**src/rtl/dval_pkg.sv**
```systemverilog
package dval_pkg;

   localparam int FIELD_W = 2;
   localparam int CODE_W  = 2 * FIELD_W;

   // three-valued field encoding
   localparam logic [FIELD_W-1:0] T_ZERO = 2'b00;
   localparam logic [FIELD_W-1:0] T_ONE  = 2'b01;
   localparam logic [FIELD_W-1:0] T_UNK  = 2'b10;

   // legal five-valued codes {good, faulty}
   localparam logic [CODE_W-1:0] C_ZERO = {T_ZERO, T_ZERO};
   localparam logic [CODE_W-1:0] C_ONE  = {T_ONE,  T_ONE };
   localparam logic [CODE_W-1:0] C_UNK  = {T_UNK,  T_UNK };
   localparam logic [CODE_W-1:0] C_D    = {T_ONE,  T_ZERO};
   localparam logic [CODE_W-1:0] C_DBAR = {T_ZERO, T_ONE };

   typedef enum logic [1:0] {
      OP_NAND = 2'b00,
      OP_AND  = 2'b01,
      OP_OR   = 2'b10,
      OP_NOT  = 2'b11
   } gate_op_e;

   function automatic logic [FIELD_W-1:0] tri_not(input logic [FIELD_W-1:0] v);
      case (v)
         T_ZERO:  tri_not = T_ONE;
         T_ONE:   tri_not = T_ZERO;
         default: tri_not = T_UNK;
      endcase
   endfunction

   function automatic logic [FIELD_W-1:0] tri_and(input logic [FIELD_W-1:0] p,
                                                  input logic [FIELD_W-1:0] q);
      if (p == T_ZERO || q == T_ZERO)     tri_and = T_ZERO;
      else if (p == T_ONE && q == T_ONE)  tri_and = T_ONE;
      else                                tri_and = T_UNK;
   endfunction

   function automatic logic [FIELD_W-1:0] tri_or(input logic [FIELD_W-1:0] p,
                                                 input logic [FIELD_W-1:0] q);
      if (p == T_ONE || q == T_ONE)         tri_or = T_ONE;
      else if (p == T_ZERO && q == T_ZERO)  tri_or = T_ZERO;
      else                                  tri_or = T_UNK;
   endfunction

   function automatic logic code_is_legal(input logic [CODE_W-1:0] c);
      code_is_legal = (c == C_ZERO) || (c == C_ONE) || (c == C_UNK) ||
                      (c == C_D)    || (c == C_DBAR);
   endfunction

endpackage

```
**src/rtl/dval_decode.sv**
```systemverilog
module dval_decode
   import dval_pkg::*;
#(
   parameter int FW = FIELD_W,
   localparam int CW = 2 * FW
) (
   input  logic [CW-1:0] code_i,
   output logic          legal_o,
   output logic [FW-1:0] good_o,
   output logic [FW-1:0] faulty_o
);

   if (FW != FIELD_W) begin : g_bad_fw
      $error("dval_decode: field width must match package field width");
   end

   always_comb begin
      legal_o = code_is_legal(code_i);
      if (legal_o) begin
         good_o   = code_i[CW-1:FW];
         faulty_o = code_i[FW-1:0];
      end else begin
         good_o   = T_UNK;
         faulty_o = T_UNK;
      end
   end

endmodule

```
**src/rtl/dval_tri_core.sv**
```systemverilog
module dval_tri_core
   import dval_pkg::*;
#(
   parameter int FW          = FIELD_W,
   parameter bit DERIVE_NAND = 1'b1
) (
   input  logic [FW-1:0] x_i,
   input  logic [FW-1:0] y_i,
   input  gate_op_e      op_i,
   output logic [FW-1:0] r_o
);

   if (FW != FIELD_W) begin : g_bad_fw
      $error("dval_tri_core: field width must match package field width");
   end

   if (DERIVE_NAND) begin : g_from_nand
      // every gate built from a three-valued NAND
      logic [FW-1:0] nand_xy, nand_nx_ny;
      always_comb begin
         nand_xy    = tri_not(tri_and(x_i, y_i));
         nand_nx_ny = tri_not(tri_and(tri_not(x_i), tri_not(y_i)));
         case (op_i)
            OP_NAND: r_o = nand_xy;
            OP_AND:  r_o = tri_not(nand_xy);
            OP_OR:   r_o = nand_nx_ny;
            default: r_o = tri_not(x_i);
         endcase
      end
   end else begin : g_direct
      always_comb begin
         case (op_i)
            OP_NAND: r_o = tri_not(tri_and(x_i, y_i));
            OP_AND:  r_o = tri_and(x_i, y_i);
            OP_OR:   r_o = tri_or(x_i, y_i);
            default: r_o = tri_not(x_i);
         endcase
      end
   end

   always_comb begin
      if (op_i == OP_AND && (x_i == T_ZERO || y_i == T_ZERO))
         p_and_zero_field_r6 : assert (r_o == T_ZERO)
            else $error("field AND with a zero operand not zero");
   end

endmodule

```
**src/rtl/dval_pack.sv**
```systemverilog
module dval_pack
   import dval_pkg::*;
#(
   parameter int FW = FIELD_W,
   localparam int CW = 2 * FW
) (
   input  logic [FW-1:0] good_i,
   input  logic [FW-1:0] faulty_i,
   input  logic          force_unk_i,
   output logic [CW-1:0] code_o
);

   logic [CW-1:0] raw;

   always_comb begin
      raw = {good_i, faulty_i};
      if (force_unk_i || !code_is_legal(raw)) code_o = C_UNK;
      else                                     code_o = raw;
   end

endmodule

```
**src/rtl/dval_gate_eval.sv**
```systemverilog
module dval_gate_eval
   import dval_pkg::*;
#(
   parameter int FW          = FIELD_W,
   parameter bit DERIVE_NAND = 1'b1,
   localparam int CW         = 2 * FW
) (
   input  logic [CW-1:0] a_i,
   input  logic [CW-1:0] b_i,
   input  logic [1:0]    op_i,
   output logic [CW-1:0] y_o,
   output logic          err_o
);

   if (FW != FIELD_W) begin : g_bad_fw
      $error("dval_gate_eval: FW must equal the package field width");
   end

   gate_op_e      op;
   logic          a_ok, b_ok;
   logic [FW-1:0] a_half [2];
   logic [FW-1:0] b_half [2];
   logic [FW-1:0] r_half [2];

   assign op = gate_op_e'(op_i);

   dval_decode #(.FW(FW)) i_dec_a (
      .code_i(a_i), .legal_o(a_ok), .good_o(a_half[1]), .faulty_o(a_half[0]));

   dval_decode #(.FW(FW)) i_dec_b (
      .code_i(b_i), .legal_o(b_ok), .good_o(b_half[1]), .faulty_o(b_half[0]));

   // index 1: fault-free machine, index 0: faulty machine
   for (genvar h = 0; h < 2; h++) begin : g_half
      dval_tri_core #(.FW(FW), .DERIVE_NAND(DERIVE_NAND)) i_core (
         .x_i(a_half[h]), .y_i(b_half[h]), .op_i(op), .r_o(r_half[h]));
   end

   assign err_o = !a_ok || (!b_ok && op != OP_NOT);

   dval_pack #(.FW(FW)) i_pack (
      .good_i(r_half[1]), .faulty_i(r_half[0]), .force_unk_i(err_o), .code_o(y_o));

   always_comb begin
      p_out_legal_r10 : assert (code_is_legal(y_o))
         else $error("output code not legal");
      if (err_o)
         p_err_unknown_r9 : assert (y_o == C_UNK)
            else $error("error without unknown output");
      if (op_i == OP_NAND && !err_o && (a_i == C_ZERO || b_i == C_ZERO))
         p_zero_dominates_r2 : assert (y_o == C_ONE)
            else $error("NAND zero did not force one");
      if (op_i == OP_NAND && ((a_i == C_D && b_i == C_DBAR) ||
                              (a_i == C_DBAR && b_i == C_D)))
         p_d_cancel_r4 : assert (y_o == C_ONE)
            else $error("D and D-bar did not cancel");
      if (op_i == OP_NOT && code_is_legal(a_i))
         p_not_b_ignored_r8 : assert (!err_o)
            else $error("NOT flagged the unused operand");
   end

endmodule

```
**config.mk**
```make
export PLATFORM = sky130hd
export DESIGN_NAME = dval_gate_eval
export DESIGN_NICKNAME = d
export VERILOG_FILES = /design/src/rtl/dval_pkg.sv /design/src/rtl/dval_decode.sv /design/src/rtl/dval_tri_core.sv /design/src/rtl/dval_pack.sv /design/src/rtl/dval_gate_eval.sv
export SDC_FILE = /design/constraint.sdc
export NUM_CORES = 1
export LEC_CHECK = 0
export CORE_AREA = 4 4 41 43
export DETAILED_ROUTE_END_ITERATION = 6
export DIE_AREA = 0 0 45 47
export GPL_ROUTABILITY_DRIVEN = 0
export SLEW_MARGIN = 20
export SYNTH_ARGS = -nofsm -noshare
export SYNTH_HDL_FRONTEND = slang
export SYNTH_SLANG_ARGS = --single-unit
```
**constraint.sdc**
```tcl
create_clock -name vclk -period 3.11
set_input_delay 0.622 -clock vclk [all_inputs]
set_output_delay 0.622 -clock vclk [all_outputs]
set_load 0.05 [all_outputs]
```
* Yosys cells after proc, flatten, opt, wreduce, memory -nomap -nowiden
Cells that the tools add are included.
W data, S select, Z words.
** Word-level totals
- Bits in registers :: 0
- Input bits :: 10
- Output and inout bits :: 5
- Logic and storage cells :: 98
** Cells by class
- Equal/unequal tests :: 29
- Muxes and demuxes :: 25
- Reductions and logical operators :: 44
** Operators by type and width (number)
- $pmux W2 S2 :: 10
- $eq A2 B1 Y1 const B :: 15
- $logic_not A2 Y1 :: 15
- $eq A4 B3 Y1 const B :: 6
- $mux W2 :: 12
- $logic_or A1 B1 Y1 :: 18
- $eq A4 B1 Y1 const B :: 3
- $eq A4 B4 Y1 const B :: 3
- $logic_not A4 Y1 :: 3
- $pmux W2 S3 :: 2
- $logic_and A1 B1 Y1 :: 5
- $mux W4 :: 1
- $logic_not A1 Y1 :: 3
- $eq A2 B2 Y1 const B :: 1
- $ne A2 B2 Y1 const B :: 1

* Depth between registers and ports, before layout
Gate-level depths: netlist of run 1.
- Depth in word-level cells :: 23
- Mapped depth :: 6
- Gate-level depth less buffers :: 5

* Modules after synthesis
Synthesis of run 1 repeated with hierarchy kept, for this count alone.
** Unflattened totals
- Cell total of the unflattened synthesis :: 48
- Area total of the unflattened synthesis :: 319.1 um^2
** By module, submodules not included
- dval_tri_core :: instances 2, cells an instance 13, area an instance 88.8 um^2, sequential area each 0.0 um^2
- dval_decode :: instances 2, cells an instance 8, area an instance 50.0 um^2, sequential area each 0.0 um^2
- dval_pack :: instances 1, cells an instance 4, area an instance 30.0 um^2, sequential area each 0.0 um^2
- dval_gate_eval :: instances 1, cells an instance 2, area an instance 11.3 um^2, sequential area each 0.0 um^2

* Worst setup path before layout of run 1
OpenSTA, ideal clock, no wires.
- Path kind :: in2out
- From :: input port b_i[0]
- To :: output port y_o[0]
- Arrival time :: 2841 ps
- Data required time :: 2488 ps
- Slack :: -353 ps
- Stages on the path :: 5
- Path through :: nor4bb_1 -> a211o_2 -> o21ai_1 -> nand3b_1 -> nor2_1
** On the way
- Elaborated cells between the ends (all ways) :: 72
- Classes of those cells :: 18 x eq/ne; 21 x mux; 33 x reduce/logical
** RTL lines
- start: declaration :: line dval_gate_eval.sv:9 : input logic [CW-1:0] b_i,
- $eq A4 B3 Y1 or $logic_not A4 Y1 (tied branches)
- $logic_or A1 B1 Y1 (3 in a row) :: line dval_pkg.sv:48 : code_is_legal = (c == C_ZERO) || (c == C_ONE) || (c == C_UNK) ||
- $logic_or A1 B1 Y1 * :: line dval_pkg.sv:49 : (c == C_D) || (c == C_DBAR);
- $logic_not A1 Y1 * :: line dval_gate_eval.sv:39 : assign err_o = !a_ok || (!b_ok && op != OP_NOT);
- $logic_and A1 B1 Y1 * :: line dval_gate_eval.sv:39
- $logic_or A1 B1 Y1 * :: line dval_gate_eval.sv:39
- net err_o :: line dval_gate_eval.sv:12 : output logic err_o
- $logic_or A1 B1 Y1 * :: line dval_pack.sv:17 : if (force_unk_i || !code_is_legal(raw)) code_o = C_UNK;
- $mux W4 * :: line dval_pack.sv:17
- end: declaration :: line dval_gate_eval.sv:11 : output logic [CW-1:0] y_o,
The timed path passes the listed nets; every way through them passes the cells marked *.

* Worst setup path in the final report of run 1
- From :: input port b_i[0]
- To :: output port y_o[0]
** On the way
- Cells in the longest elaborated chain, start to end :: 23
- Elaborated cells between the ends (all ways) :: 72
- Classes of those cells :: 18 x eq/ne; 21 x mux; 33 x reduce/logical
** Ends and longest elaborated chain
- $eq A4 B3 Y1 or $logic_not A4 Y1 (tied branches)
- $logic_or A1 B1 Y1 (3 in a row) :: line dval_pkg.sv:48
- $logic_or A1 B1 Y1 :: line dval_pkg.sv:49
- $mux W2 :: line dval_decode.sv:19 : if (legal_o) begin
- $eq A2 B1 Y1 or $logic_not A2 Y1 (tied branches) :: line dval_pkg.sv:26, dval_pkg.sv:36, dval_pkg.sv:35
- $pmux W2 S2 or $logic_and A1 B1 Y1 (tied branches) :: line dval_pkg.sv:26, dval_pkg.sv:36
- $eq A2 B1 Y1 or $mux W2 (tied branches) :: line dval_pkg.sv:36 : else if (p == T_ONE && q == T_ONE) tri_and = T_ONE;
- $logic_and A1 B1 Y1 or $mux W2 (tied branches) :: line dval_pkg.sv:36, dval_pkg.sv:35
- [3 not listed]
- $pmux W2 S2 :: line dval_pkg.sv:26 : case (v)
- $pmux W2 S3 :: line dval_tri_core.sv:23 : case (op_i)
- $eq A4 B3 Y1 or $logic_not A4 Y1 (tied branches) :: line dval_pkg.sv:48
- $logic_or A1 B1 Y1 (3 in a row) :: line dval_pkg.sv:48
- $logic_or A1 B1 Y1 :: line dval_pkg.sv:49
- $logic_not A1 Y1 :: line dval_pack.sv:17
- $logic_or A1 B1 Y1 :: line dval_pack.sv:17
- $mux W4 * :: line dval_pack.sv:17
Mark *: on every way between the ends. The rest lies on a longest branch, timed or not.

==> flow_metrics.env, run 1 <==
export IMPL_setup_viol=0
export IMPL_dr_pass1_iters=4
export IMPL_required_ps=2490
export IMPL_critical_path_peak_fanout=5
export IMPL_n_fill_cell=156
export IMPL_ctsHoldBuffers=0
export IMPL_post_cts_setup_buffers=0
export IMPL_startpoint_type="input pin"
export IMPL_routed_via_density=5.040
export IMPL_placed_cell_area_um2=516.7
export IMPL_synth_net_count=54
export IMPL_place_ws_ps=90.51
export IMPL_dieArea_mm2=0.002115
export IMPL_fin_crit_sh_pct=95.92
export IMPL_min_period_ps=2983
export IMPL_rsz0062_at_grt="false"
export IMPL_power_internal_uw=32.57
export IMPL_yosys_area_share_simple_pct=41.07
export IMPL_ys_types=20
export IMPL_dp_hpwl_um=728.2
export IMPL_drc_errors=0
export IMPL_hold_class="in -> out"
export IMPL_irDropWorstVdd_uv=48.69
export IMPL_final_design_area_no_fill_um2=526.8
export IMPL_synth_cells=44
export IMPL_multiInputGateArea_um2=281.5
export IMPL_status="complete, no violations"
export IMPL_syn_to_final_growth_pct=87.95
export IMPL_final_cells=75
export IMPL_critPathCaptureType="output port"
export IMPL_final_layout_size_suffix_gt1_share_pct=23.33
export IMPL_worst_pin_slew_ps=332.8
export IMPL_drtIter0Drc=5
export IMPL_final_common_cell="clkdlybuf4s50_1"
export IMPL_synth_xor_area_share_pct=15.63
export IMPL_rows=13
export IMPL_synth_fa_ha_area_share_pct=0
export IMPL_dp_cells=75
export IMPL_worst_ep_arrival_time_ps=2360
export IMPL_start_util_pct=21.54
export IMPL_combPwrFrac_pct=100.0
export IMPL_p_leak_nw=0.1850
export IMPL_antenna_cells=0
export IMPL_coreArea_mm2=0.001301
export IMPL_num_io_pins=15
export IMPL_setup_tns_ps=0
export IMPL_crit_type="in -> out"
export IMPL_grt_max_degree=8
export IMPL_die_h_um=47
export IMPL_regArea_um2=0
export IMPL_grt_overflow=0
export IMPL_antenna_left=0
export IMPL_pwr_share_clk_pct=0
export IMPL_ys_seq_area_share_pct=0
export IMPL_io_buffers=15
export IMPL_pwr_share_seq_pct=0
export IMPL_fin_ws_ps=126.9
export IMPL_maxSlewViolCount=0
export IMPL_clock_fmax_mhz=335.2
export IMPL_vias=378
export IMPL_ctsResizeCount=0
export IMPL_grt_pass1_vias=326
export IMPL_p_per_area_mw_per_mm2=123.1
export IMPL_max_cap_violations=0
export IMPL_synth_top_family_by_area="simple AND/OR/NAND/NOR gates"
export IMPL_nNetsFinal=72
export IMPL_switching_share_pct=49.75
export IMPL_slew_headroom_pct=77.73
export IMPL_nFlopsAndLatches=0
export IMPL_power_uw=64.83
export IMPL_grt_antenna_before_repair=0
export IMPL_p_sw_uw=32.25
export IMPL_synth_area_per_cell_um2=6.370
export IMPL_hold_viol=0
export IMPL_grt_usage_pct=8.576
export IMPL_yosys_warnings=0
export IMPL_syn_area_um2=280.3
export IMPL_muxShareOfSynthArea_pct=0
export IMPL_grt_pass1_wl_um=1414
export IMPL_wire_per_inst_um=11.75
export IMPL_final_cell_mix="clkdlybuf4s50_1 (10), a21oi_1 (7), o21ai_0 (5), buf_12 (5)"
export IMPL_die_x_um=45
export IMPL_wl_um=881
export IMPL_clock_buffers=0
export IMPL_synth_compound_area_share_pct=36.16
[path summary, 6_finish.rpt]
check     from     end  depth (start not counted)
max     b_i[0]  y_o[0]                          7
min    op_i[1]   err_o                          4
[layer usage]
layer / share of wire (%) / up-vias / track usage [%]
li1: - / 201 / -
met1: 45 / 168 / 11.69
met2: 49 / 9 / 15.82
met3: 5.7 / 0 / 0.3831
met4: 0 / 0 / 0
met5: 0 / - / 0
[worst max-delay path, cell delays in order]
cell and delay (ps):
clkdlybuf4s50_1 520, nor4bb_1 350, a211o_2 160, o21ai_2 90, nand3b_1 300, nor2_4 170
buf_12 150
[power by group through the flow]
stage                     Sequential (mW)  Clock (mW)  Combinational, mW
after CTS                               0           0             0.0635
after floorplan                         0           0             0.0346
final                                   0           0             0.0648
after detailed placement                0           0             0.0633
after global routing                    0           0             0.0709
after global placement                  0           0             0.0627
[through the flow]
| stage | util, % | hold slack (ps) |
|---|---|---|
| final | 40.48 | 2235 |
| after global placement | 39.71 | 2232 |
| after global routing | 40.48 | 2290 |
| after CTS | 39.71 | 2239 |
| after floorplan | - | 1557 |
| after detailed placement | 39.71 | 2238 |
[Yosys cell counts]
| cell | instances | area share [%] |
|---|---|---|
| a21oi_1 | 7 | 12 |
| nor2_1 | 5 | 6.7 |
| o21ai_0 | 5 | 8.9 |
| xnor2_1 | 4 | 12 |
| nor3_1 | 3 | 5.4 |
| a22oi_1 | 2 | 5.4 |
| nand3b_1 | 2 | 5.4 |
| nor4bb_1 | 2 | 7.1 |
| o21ai_1 | 2 | 3.6 |
| or3b_1 | 2 | 6.3 |
| a211o_2 | 1 | 3.6 |
| a31oi_1 | 1 | 2.2 |
| buf_2 | 1 | 1.8 |
| buf_6 | 1 | 4.0 |
| inv_1 | 1 | 1.3 |
| nand2_1 | 1 | 1.3 |
| nand4_1 | 1 | 2.2 |
| nand4b_1 | 1 | 3.1 |
| nor3_2 | 1 | 3.6 |
| xor2_1 | 1 | 3.1 |
[logic make-up after synthesis]
| family | after synthesis |
|---|---|
| AND/OR/NAND/NOR | 18 |
| AO/OA/AOI/OAI | 18 |
| XOR/XNOR | 5 |
| buffers and inverters | 3 |
[cell type report]
type / count / area share, %
timing repair buffer: 18 / 42.28
multi-input combinational: 41 / 53.44
inverter: 1 / 0.7126
tap: 15 / 3.563
Power figures use the tool's default switching activity.
==> inputs of run 2 (changes only) <==
- SKIP_LAST_GASP: not set -> 1
==> results of run 2 <==
Final layout, timing and power as in run 1 (identical DEF).
==> inputs of run 3 (changes only) <==
- SLEW_MARGIN: 20 -> not set
==> results of run 3 <==
Final layout, timing and power as in run 1 (identical DEF).
